**src/rtl/nw_pkg.sv**
```systemverilog
`timescale 1ns/1ps
package nw_pkg;
  localparam int AW  = 10;
  localparam int NPH = 4;
  localparam int PW  = $clog2(NPH);

  typedef enum logic [1:0] {
    CNT_HOLD = 2'd0,
    CNT_INC  = 2'd1,
    CNT_IMM  = 2'd2,
    CNT_BUS  = 2'd3
  } cnt_op_e;

  typedef struct packed {
    logic [PW-1:0]  res_ph;
    logic           res_en;
    cnt_op_e        cnt_op;
    logic           ret;
    logic           call;
    logic           br;
    logic           jmp;
    logic           gate;
    logic [PW-1:0]  end_ph;
    logic           end_en;
    logic [NPH-1:0] stretch;
    logic [AW-1:0]  imm;
  } nword_t;

  localparam int WORD_W = $bits(nword_t);
endpackage

```
**src/rtl/nw_phase_timer.sv**
```systemverilog
`timescale 1ns/1ps
module nw_phase_timer
  import nw_pkg::*;
(
  input  logic           clk_i,
  input  logic           rst_ni,
  input  logic [NPH-1:0] stretch_i,
  input  logic           wait_i,
  input  logic           end_en_i,
  input  logic [PW-1:0]  end_ph_i,
  input  logic           gate_i,
  input  logic           cond_i,
  output logic           load_o,
  output logic [PW-1:0]  ph_o,
  output logic           done_o,
  output logic           fetch_o,
  output logic [NPH-1:0] phase_o,
  output logic [NPH-1:0] phase_end_o
);
  logic          ld_q;
  logic [PW-1:0] ph_q;
  logic          sub_q;
  logic          long_ph;
  logic          done;
  logic          fetch;

  assign long_ph = stretch_i[ph_q];
  assign done    = !ld_q && (sub_q || !long_ph) && !wait_i;
  assign fetch   = done && end_en_i && (ph_q == end_ph_i) && (!gate_i || cond_i);

  always_ff @(posedge clk_i or negedge rst_ni) begin
    if (!rst_ni) begin
      ld_q  <= 1'b1;
      ph_q  <= '0;
      sub_q <= 1'b0;
    end else if (ld_q) begin
      ld_q  <= 1'b0;
      ph_q  <= '0;
      sub_q <= 1'b0;
    end else if (!done) begin
      if (long_ph) sub_q <= 1'b1;
    end else begin
      sub_q <= 1'b0;
      if (fetch) ld_q <= 1'b1;
      else       ph_q <= (ph_q == PW'(NPH-1)) ? '0 : PW'(ph_q + 1'b1);
    end
  end

  for (genvar k = 0; k < NPH; k++) begin : g_ph
    assign phase_o[k]     = !ld_q && (ph_q == PW'(k));
    assign phase_end_o[k] = done && (ph_q == PW'(k));
  end

  assign load_o  = ld_q;
  assign ph_o    = ph_q;
  assign done_o  = done;
  assign fetch_o = fetch;


  load_first_chk: assert property (@(posedge clk_i) disable iff (!rst_ni)
    load_o |=> (!load_o && phase_o == NPH'(1)));

  phase_rot_chk: assert property (@(posedge clk_i) disable iff (!rst_ni)
    (done_o && !fetch_o) |=> phase_o == {$past(phase_o[NPH-2:0]), $past(phase_o[NPH-1])});

  stretch_min_chk: assert property (@(posedge clk_i) disable iff (!rst_ni)
    ((phase_end_o & stretch_i) != '0) |-> $past(phase_o) == phase_o);

  wait_hold_chk: assert property (@(posedge clk_i) disable iff (!rst_ni)
    wait_i |-> phase_end_o == '0);
endmodule

```
**src/rtl/nw_next_addr.sv**
```systemverilog
`timescale 1ns/1ps
module nw_next_addr
  import nw_pkg::*;
#(
  parameter int            NIRQ     = 30,
  parameter logic [AW-1:0] VEC_BASE = 10'h3C0,
  parameter logic [AW-1:0] RST_ADDR = '0
) (
  input  logic            clk_i,
  input  logic            rst_ni,
  input  logic            fetch_i,
  input  logic            jmp_i,
  input  logic            br_i,
  input  logic            ret_i,
  input  logic            call_i,
  input  cnt_op_e         cnt_op_i,
  input  logic            cond_i,
  input  logic [AW-1:0]   imm_i,
  input  logic [AW-1:0]   bus_i,
  input  logic [NIRQ-1:0] irq_i,
  output logic [AW-1:0]   addr_o,
  output logic [AW-1:0]   cnt_o,
  output logic [NIRQ-1:0] irq_ack_o
);
  localparam int IW = $clog2(NIRQ);

  logic [AW-1:0] addr_q, cnt_q, ret_q;
  logic [AW-1:0] cnt_nx, sel;
  logic [IW-1:0] irq_idx;
  logic          irq_any, use_irq, to_imm;

  always_comb begin
    irq_any = 1'b0;
    irq_idx = '0;
    for (int i = NIRQ-1; i >= 0; i--) begin
      if (irq_i[i]) begin
        irq_any = 1'b1;
        irq_idx = IW'(i);
      end
    end
  end

  always_comb begin
    unique case (cnt_op_i)
      CNT_HOLD: cnt_nx = cnt_q;
      CNT_INC:  cnt_nx = cnt_q + AW'(1);
      CNT_IMM:  cnt_nx = imm_i;
      default:  cnt_nx = bus_i;
    endcase
  end

  assign to_imm  = !ret_i && (jmp_i || (br_i && cond_i));
  assign use_irq = !ret_i && !to_imm && irq_any;

  always_comb begin
    if (ret_i)        sel = ret_q;
    else if (to_imm)  sel = imm_i;
    else if (use_irq) sel = VEC_BASE + AW'(irq_idx);
    else              sel = cnt_nx;
  end

  for (genvar k = 0; k < NIRQ; k++) begin : g_ack
    assign irq_ack_o[k] = fetch_i && use_irq && (irq_idx == IW'(k));
  end

  always_ff @(posedge clk_i or negedge rst_ni) begin
    if (!rst_ni) begin
      addr_q <= RST_ADDR;
      cnt_q  <= '0;
      ret_q  <= '0;
    end else if (fetch_i) begin
      addr_q <= sel;
      cnt_q  <= cnt_nx;
      if (call_i) ret_q <= cnt_nx;
    end
  end

  assign addr_o = addr_q;
  assign cnt_o  = cnt_q;


  ack_onehot_chk: assert property (@(posedge clk_i) disable iff (!rst_ni)
    $onehot0(irq_ack_o));

  ack_pending_chk: assert property (@(posedge clk_i) disable iff (!rst_ni)
    (irq_ack_o & ~irq_i) == '0);

  cnt_inc_chk: assert property (@(posedge clk_i) disable iff (!rst_ni)
    (fetch_i && cnt_op_i == CNT_INC) |=> cnt_o == AW'($past(cnt_o) + 1'b1));

  cnt_still_chk: assert property (@(posedge clk_i) disable iff (!rst_ni)
    !fetch_i |=> $stable(cnt_o));

  jump_tgt_chk: assert property (@(posedge clk_i) disable iff (!rst_ni)
    (fetch_i && jmp_i && !ret_i) |=> addr_o == $past(imm_i));
endmodule

```
**src/rtl/nw_result_track.sv**
```systemverilog
`timescale 1ns/1ps
module nw_result_track
  import nw_pkg::*;
(
  input  logic          clk_i,
  input  logic          rst_ni,
  input  logic          load_i,
  input  logic          done_i,
  input  logic          fetch_i,
  input  logic [PW-1:0] ph_i,
  input  logic          res_en_i,
  input  logic [PW-1:0] res_ph_i,
  output logic          res_vld_o
);
  logic v1_q, v2_q;

  always_ff @(posedge clk_i or negedge rst_ni) begin
    if (!rst_ni) begin
      v1_q <= 1'b0;
      v2_q <= 1'b0;
    end else if (load_i || (done_i && fetch_i)) begin
      v1_q <= 1'b0;
      v2_q <= 1'b0;
    end else if (done_i) begin
      v2_q <= v1_q;
      v1_q <= res_en_i && (ph_i == res_ph_i);
    end
  end

  assign res_vld_o = v2_q;


  res_no_load_chk: assert property (@(posedge clk_i) disable iff (!rst_ni)
    res_vld_o |-> !load_i);

  res_hold_chk: assert property (@(posedge clk_i) disable iff (!rst_ni)
    (res_vld_o && !done_i) |=> res_vld_o);
endmodule

```
**src/rtl/nw_sequencer.sv**
```systemverilog
`timescale 1ns/1ps
module nw_sequencer
  import nw_pkg::*;
#(
  parameter int            NIRQ     = 30,
  parameter logic [AW-1:0] VEC_BASE = 10'h3C0,
  parameter logic [AW-1:0] RST_ADDR = '0
) (
  input  logic              clk_i,
  input  logic              rst_ni,
  input  logic [WORD_W-1:0] word_i,
  input  logic [AW-1:0]     bus_i,
  input  logic              cond_i,
  input  logic              wait_i,
  input  logic [NIRQ-1:0]   irq_i,
  input  logic              kn_wr_i,
  input  logic [AW-1:0]     kn_wd_i,
  output logic [AW-1:0]     addr_o,
  output logic [AW-1:0]     cnt_o,
  output logic              load_o,
  output logic [NPH-1:0]    phase_o,
  output logic [NPH-1:0]    phase_end_o,
  output logic [NIRQ-1:0]   irq_ack_o,
  output logic              res_vld_o
);
  nword_t        cur_q;
  logic          load, done, fetch;
  logic [PW-1:0] ph;

  // local immediate is rewritable; a load restores it
  always_ff @(posedge clk_i or negedge rst_ni) begin
    if (!rst_ni)      cur_q     <= '0;
    else if (load)    cur_q     <= nword_t'(word_i);
    else if (kn_wr_i) cur_q.imm <= kn_wd_i;
  end

  nw_phase_timer i_timer (
    .clk_i       (clk_i),
    .rst_ni      (rst_ni),
    .stretch_i   (cur_q.stretch),
    .wait_i      (wait_i),
    .end_en_i    (cur_q.end_en),
    .end_ph_i    (cur_q.end_ph),
    .gate_i      (cur_q.gate),
    .cond_i      (cond_i),
    .load_o      (load),
    .ph_o        (ph),
    .done_o      (done),
    .fetch_o     (fetch),
    .phase_o     (phase_o),
    .phase_end_o (phase_end_o)
  );

  nw_next_addr #(
    .NIRQ     (NIRQ),
    .VEC_BASE (VEC_BASE),
    .RST_ADDR (RST_ADDR)
  ) i_next (
    .clk_i     (clk_i),
    .rst_ni    (rst_ni),
    .fetch_i   (fetch),
    .jmp_i     (cur_q.jmp),
    .br_i      (cur_q.br),
    .ret_i     (cur_q.ret),
    .call_i    (cur_q.call),
    .cnt_op_i  (cur_q.cnt_op),
    .cond_i    (cond_i),
    .imm_i     (cur_q.imm),
    .bus_i     (bus_i),
    .irq_i     (irq_i),
    .addr_o    (addr_o),
    .cnt_o     (cnt_o),
    .irq_ack_o (irq_ack_o)
  );

  nw_result_track i_res (
    .clk_i     (clk_i),
    .rst_ni    (rst_ni),
    .load_i    (load),
    .done_i    (done),
    .fetch_i   (fetch),
    .ph_i      (ph),
    .res_en_i  (cur_q.res_en),
    .res_ph_i  (cur_q.res_ph),
    .res_vld_o (res_vld_o)
  );

  assign load_o = load;


  load_quiet_chk: assert property (@(posedge clk_i) disable iff (!rst_ni)
    load_o |-> (phase_o == '0 && phase_end_o == '0 && irq_ack_o == '0));

  addr_fetch_chk: assert property (@(posedge clk_i) disable iff (!rst_ni)
    !load_o |=> $stable(addr_o) || load_o);
endmodule

```
**config.mk**
```make
export PLATFORM = sky130hd
export DESIGN_NAME = nw_sequencer
export DESIGN_NICKNAME = d
export VERILOG_FILES = /design/src/rtl/nw_pkg.sv /design/src/rtl/nw_phase_timer.sv /design/src/rtl/nw_next_addr.sv /design/src/rtl/nw_result_track.sv /design/src/rtl/nw_sequencer.sv
export SDC_FILE = /design/constraint.sdc
export NUM_CORES = 1
export LEC_CHECK = 0
export ABC_AREA = 0
export BUFFER_PORTS_ARGS = -buffer_cell sky130_fd_sc_hd__buf_2
export CORE_MARGIN = 4
export CORE_UTILIZATION = 54
export CTS_CLUSTER_DIAMETER = 60
export CTS_CLUSTER_SIZE = 8
export DETAILED_ROUTE_END_ITERATION = 10
export PLACE_DENSITY = 0.86
export SETUP_SLACK_MARGIN = 0.05
export SYNTH_ARGS = -nofsm -noshare
export SYNTH_HDL_FRONTEND = slang
export SYNTH_SLANG_ARGS = --single-unit
```
**constraint.sdc**
```tcl
create_clock -name clk_i -period 5.2 [get_ports clk_i]
set_clock_uncertainty 0.1 [all_clocks]
set_input_delay 0.78 -clock clk_i [delete_from_list [all_inputs] [get_ports clk_i]]
set_output_delay 0.78 -clock clk_i [all_outputs]
set_load 0.05 [all_outputs]
```
==> results of run 1 <==
## sequential cells by signal, indices dropped and copies added, names as in the netlist
register / cells
i_res.v1_q: 1
i_timer.sub_q: 1
i_res.res_vld_o: 1
i_next.cnt_o: 10
i_next.ret_q: 10
i_timer.load_o: 1
i_timer.ph_o: 2
i_next.addr_o: 10
cur_q: 27
## per-stage QoR
step | setup slack, ns | area [um^2] | power, mW | hold slack [ns] | cells
after floorplan | 1.440 | 3940 | 0.7369 | 0.3371 | 441
after global routing | 0.7796 | 4896 | 1.309 | 0.4096 | 677
after CTS | 0.9808 | 4896 | 1.264 | 0.3870 | 677
final | 1.007 | 4896 | 1.259 | 0.3823 | 677
after detailed placement | 1.344 | 4695 | 0.8339 | 0.3724 | 661
after global placement | 1.485 | 4695 | 0.8273 | 0.3632 | 661
## path summary, 6_finish.rpt
| kind | start | endpoint | slack (ns) |
|---|---|---|---|
| worst max register to register | i_timer.load_o | i_res.v1_q | 2.21 |
| min in group asynchronous | rst_ni | cur_q[8] | 0.50 |
| worst min register to register | cur_q[24] | cur_q[24] | 0.38 |
| worst max-delay path | i_timer.ph_o[0] | irq_ack_o[26] | 1.01 |
| worst min-delay path | cur_q[24] | cur_q[24] | 0.38 |
| max in group asynchronous | rst_ni | i_next.addr_o[0] | 3.98 |
## layer usage
metal | wire [um] | GRT usage | vias up
met5 | 0 | 0 | -
met4 | 295 | 0.1087 | 0
met3 | 823 | 0.04747 | 32
met2 | 5475 | 0.4181 | 194
met1 | 4503 | 0.3176 | 1823
li1 | - | - | 1845
## area by class of cell
cell class | instances | area [um^2]
repair buffers | 142 | 713.2
fillers | 548 | 2048
clock buffers | 14 | 162.7
well taps | 96 | 120.1
inverters | 14 | 57.56
clock inverters | 2 | 38.79
flip-flops and latches | 63 | 1578
multi-input cells | 346 | 2226
## worst max-delay path, cell delays in order (launching register included)
cell and delay [ns]:
dfrtp_1 0.53, mux4_2 0.61, a21boi_4 0.28, nand4_4 0.39, clkinv_4 0.32, and3_4 0.26
nand4_2 0.12, a21oi_1 0.18, buf_2 0.28
## synthesized netlist by cell type (7+ instances only)
| cell | number |
|---|---|
| nand2_1 | 64 |
| dfrtp_1 | 62 |
| nor2_1 | 58 |
| o21ai_0 | 36 |
| mux2_2 | 25 |
| mux2i_1 | 25 |
| clkbuf_1 | 13 |
| inv_1 | 13 |
| a21oi_1 | 12 |
| nor4_1 | 12 |
| nor3_1 | 8 |
| xnor2_1 | 8 |
| nand3_1 | 7 |
| nor2b_1 | 7 |
## kinds of logic after synthesis
family                     count (synthesis)  synth area share
muxes                                     52            0.1464
DFF                                       63            0.4004
AOI/OAI and AO/OA                         83            0.1327
buffers and inverters                     32           0.03461
adders and majority gates                  5           0.01588
xor gates and xnor gates                  13           0.02890
and+or+nand+nor                          193            0.2410
## power breakdown
part / switching [mW] / leakage [nW] / internal [mW]
Clock: 0.181 / 0.101 / 0.249
Sequential: 0.0347 / 0.832 / 0.511
Combinational: 0.184 / 1.48 / 0.0985
Total: 0.400 / 2.41 / 0.859
==> run summary, run 1 <==
CTS tree: done
CP Max Fanout: 27
cell taking the most area after synthesis: dfrtp_1
RSZ-0062 raised after global routing: no
Core ar.: 6944 um^2
Setup crit start kind: flip-flop
total detailed-routing wirelength: 11.10 mm
first-pass GRT wire length: 17.55 mm
die area: 8727 um^2
Post-Syn Nets: 528
status: finished clean
post-synthesis sequential area ratio: 0.4004
antenna viol nets, final: 0
Vias: 3,894
WHS Path Cells: 2
most common cell after layout, fill and taps aside: buf_2
Die Wd: 93.42 um
hold_buf cts: 0
Remaining DRCs: 0
Root Buffer: clkbuf_8
I/O Buffers: 141
Die Height: 93.42 um
Mean Syn Cell Area: 8.934 um^2
IO Pins: 142
Post-synth EDFFs: 0
cts repair resizes: 0
Slew @ Worst Pin: 0.8829 ns
FF-to-FF path depth: 6
f_max: 238.5 MHz
Yosys cell types: 57
top cell type's share of synthesized area: 0.3938
pin count of the biggest net entering global routing: 64
share of cells above drive strength 1: 0.3322
Hold/Removal Path Class: flip-flop to flip-flop
Avg WL per Cell: 16.39 um
Tcrit/Tclk final: 0.8063
standard-cell rows: 30
final hold vios: 0
CP required: 4.32 ns
Async SR Flop Fraction: 1.000
critical path class: flip-flop to output pin
final setup TNS: 0 ns
Final Max Slew Viols: 0
crit path DAT: 3.31 ns
Static Leak: 2.413 nW
clk_lat worst skew: 0.33 ns
1st-iter DRT viols: 251
top post-synthesis cells by area: dfrtp_1 39%, mux2_2 7.1%, mux2i_1 6.4%
Power Dens Cells: 257.1 nW/um^2
Setup crit end kind: output pin
first drt pass iteration count: 5
setup bufs post-CTS: 0
GPL Wtd Cong: 0.8906
Longest Clk Path Bufs: 2
Seq cells post-synth: 63
Period minus WS final: 4.193 ns
ys flop type: dfrtp_1
H-tree depth: 3
Final Setup Violations: 0
total CTS buffers: 9
slew margin rel.: 0.4114
vias in the first global route: 3,704
initial antenna violation count: 0
grt total ovfl: 0
most frequent cells in the layout: 141 x buf_2, 64 x nand2_1, 62 x dfrtp_1, 58 x nor2_1, 36 x o21ai_0
Ys Warns: 0
Initial Util: 0.5674
Reg clk slew, reported paths: 0.07 ns
synthesized instance count: 441
Sink Count: 63
Ant. Diodes: 0
fin util: 0.7050
hpwl dp: 8.324 mm
Tot GR Track Use: 0.2510
nets: 663
Max VDD drop: 0.3668 mV
Area growth syn-to-layout: 24.26%
number of vias per cell: 5.752
Max-cap violations: 0
Mapped Area: 3940 um^2
(Power assumes the default switching activity.)
==> inputs of run 2 (changes only) <==
--- a/config.mk
+++ b/config.mk
@@ -5,14 +5,14 @@
 export SDC_FILE = /design/constraint.sdc
 export NUM_CORES = 1
 export LEC_CHECK = 0
-export ABC_AREA = 0
+export ABC_AREA = 1
 export BUFFER_PORTS_ARGS = -buffer_cell sky130_fd_sc_hd__buf_2
 export CORE_MARGIN = 4
-export CORE_UTILIZATION = 54
+export CORE_UTILIZATION = 45
 export CTS_CLUSTER_DIAMETER = 60
 export CTS_CLUSTER_SIZE = 8
 export DETAILED_ROUTE_END_ITERATION = 10
-export PLACE_DENSITY = 0.86
+export PLACE_DENSITY = 0.77
 export SETUP_SLACK_MARGIN = 0.05
 export SYNTH_ARGS = -nofsm -noshare
 export SYNTH_HDL_FRONTEND = slang
==> constraint.sdc (replaced) <==
create_clock -name clk_i -period 3.72 [get_ports clk_i]
set_clock_uncertainty 0.1 [all_clocks]
set_input_delay 0.558 -clock clk_i [delete_from_list [all_inputs] [get_ports clk_i]]
set_output_delay 0.558 -clock clk_i [all_outputs]
set_load 0.05 [all_outputs]
==> run 2 against run 1 <==
First-iteration DRC count up 10%; synthesized cell count up 29%; sequential share of layout area about the same; critical path depth up 5; total power rose to 2.9 times the previous value; die area up 17%; via count up 9.8%.
==> run summary, run 2 <==
status: finished clean
count leader, synth: nand2_1
final instance area: 4897 um^2
Max VDD drop: 0.4615 mV
Post-synth top cells: 162 x nand2_1, 94 x inv_1, 77 x nor2_1
Post-synth EDFFs: 0
f_max: 293.7 MHz
Mapped Area: 3896 um^2
Power Dens Cells: 756.1 nW/um^2
most frequent cells in the layout: 161 x nand2_1, 140 x buf_2, 94 x inv_1, 77 x nor2_1, 62 x dfrtp_1
Die Wd: 101.1 um
antenna viol nets, final: 0
IO Pins: 142
Worst path most repeated cell: inv_1
hpwl dp: 8.802 mm
Ys Warns: 0
Sink Count: 63
cell taking the most area after synthesis: dfrtp_1
total detailed-routing wirelength: 11.32 mm
setup bufs post-CTS: 0
Int Pwr: 1.831 mW
total CTS buffers: 9
initial antenna violation count: 0
fill count: 797
slew margin rel.: 0.5138
Remaining DRCs: 0
max FFs per register: 27
worst path cell trace: inv_1, a21oi_1, o21ai_0, nand3b_1, nand3_2, inv_1, nand2_2, nor2_1, inv_1, nor2_1, inv_1, nor2_1, buf_2
Avg WL per Cell: 13.83 um
Overall Power: 3.703 mW
Die Height: 101.1 um
clk_lat worst skew: 0.34 ns
sequential cell area: 1578 um^2
Tcrit/Tclk final: 0.9151
CP Max Fanout: 12
Max stage delay on crit path: 0.41 ns
Ant. Diodes: 0
Longest Clk Path Bufs: 2
RSZ-0062 raised after global routing: no
Core ar.: 8299 um^2
crit path DAT: 2.75 ns
pin count of the biggest net entering global routing: 45
share of cells above drive strength 1: 0.2398
1st-iter DRT viols: 277
Post-Syn Nets: 654
synthesized instance count: 567
Comb pwr share: 0.513
Period minus WS final: 3.404 ns
Max-cap violations: 0
most common cell after layout, fill and taps aside: nand2_1
CP required: 3.06 ns
Switching Power: 1.871 mW
Area after DPL: 4708 um^2
first-pass GRT wire length: 18.12 mm
Mean Syn Cell Area: 6.872 um^2
Hold/Removal Path Class: input port to asynchronous set/reset pin
Final Setup Violations: 0
Net Sw Frac: 0.5054
vias in the first global route: 4,004
Initial Util: 0.4695
CP max-delay cell: dfrtp_1
final setup TNS: 0 ns
first drt pass iteration count: 5
number of vias per cell: 5.229
CTS tree: done
multi-input logic area: 1914 um^2
Setup crit end kind: output pin
critical path class: flip-flop to output pin
Area growth syn-to-layout: 25.69%
Root Buffer: clkbuf_8
Vias: 4,277
H-tree depth: 3
GPL Wtd Cong: 0.9073
ys flop type: dfrtp_1
post-synthesis sequential area ratio: 0.4049
nets: 796
Slew @ Worst Pin: 0.7294 ns
cts repair resizes: 0
hold_buf cts: 0
Async SR Flop Fraction: 1.000
die area: 10,210 um^2
grt total ovfl: 0
top post-synthesis cells by area: dfrtp_1 40%, nand2_1 16%, inv_1 9.1%
Yosys cell types: 38
Reg clk slew, reported paths: 0.07 ns
Static Leak: 2.630 nW
top cell type's share of synthesized area: 0.3982
clock network fraction of total power: 0.153
standard-cell rows: 33
Final Max Slew Viols: 0
sequential power share: 0.334
Top reg by flops: cur_q
Tot GR Track Use: 0.2216
Seq cells post-synth: 63
Setup crit start kind: flip-flop
fin util: 0.5901
final hold vios: 0
I/O Buffers: 141
==> run 2: cell count changes in the layout (fill, tap and decap cells not counted), sizes merged, moves of 7 or more <==
cell | previous run | this run
nand3 | 7 | 33
mux2i | 25 | 0
nand2 | 65 | 165
mux2 | 25 | 0
nor2b | 7 | 0
inv | 13 | 94
nor2 | 58 | 78
nor4 | 13 | 1
==> run 2: final timing paths <==
check / start / endpoint / slack, ns / cells after the start
max: i_timer.ph_o[1] / irq_ack_o[5] / 0.32 / 13
min: rst_ni / i_next.cnt_o[9] / 0.17 / 1
min in group clk_i: word_i[24] / cur_q[24] / 0.32 / 3
max reg2reg: i_timer.ph_o[1] / i_next.addr_o[3] / 0.89 / 11
min reg2reg: i_next.addr_o[9] / i_next.addr_o[9] / 0.37 / 1
max in group asynchronous: rst_ni / i_timer.load_o / 2.43 / 2
==> run 2: through the flow <==
stage                     setup WS [ns]  std cells  hold slack (ns)
after floorplan                  0.1516        567           0.1624
after global placement           0.4461        803           0.3541
after detailed placement         0.3621        803           0.3605
after CTS                        0.1533        818           0.1901
after global routing            0.05550        818           0.2118
final                            0.3157        818           0.1735
==> run 2: power groups by stage <==
stage | Combinational, mW | Clock (mW) | Sequential (mW)
6_report | 1.90 | 0.565 | 1.24
5_1_grt | 2.09 | 0.609 | 1.27
4_1_cts | 1.89 | 0.576 | 1.23
3_5_place_dp | 1.89 | 0 | 1.24
3_3_place_gp | 1.84 | 0 | 1.23
2_1_floorplan | 1.03 | 0 | 1.57
==> run 2: final cells by class <==
class,count,area share
inverters,95,0.07282
multi-input cells,395,0.3909
flip-flops and latches,63,0.3222
repair buffers,145,0.1507
clock buffers,11,0.02683
clock inverters,4,0.009709
well taps,105,0.02683
==> run 2: cell families after synthesis <==
family                     share of synthesized area
AOI/OAI and AO/OA                             0.1529
DFF                                           0.4049
buffers and inverters                         0.1057
adders and majority gates                    0.01606
xor gates and xnor gates                     0.01124
and+or+nand+nor                               0.3093
==> run 2: worst max-delay path, delay by kind of cell, from the launching register on <==
kind            cells  cell delay, ns
simple gates        6            0.88
buf+inv             5            0.84
flops               1            0.41
compound gates      2            0.28
==> run 2: routing by layer <==
| layer | part of all wire | track usage | vias up | routed length (um) |
|---|---|---|---|---|
| li1 | - | - | 2101 | - |
| met1 | 0.42 | 0.2845 | 1996 | 4801 |
| met4 | 0.014 | 0.05828 | 0 | 160 |
| met2 | 0.49 | 0.3697 | 163 | 5528 |
| met5 | 0 | 0 | - | 0 |
| met3 | 0.073 | 0.05882 | 17 | 826 |
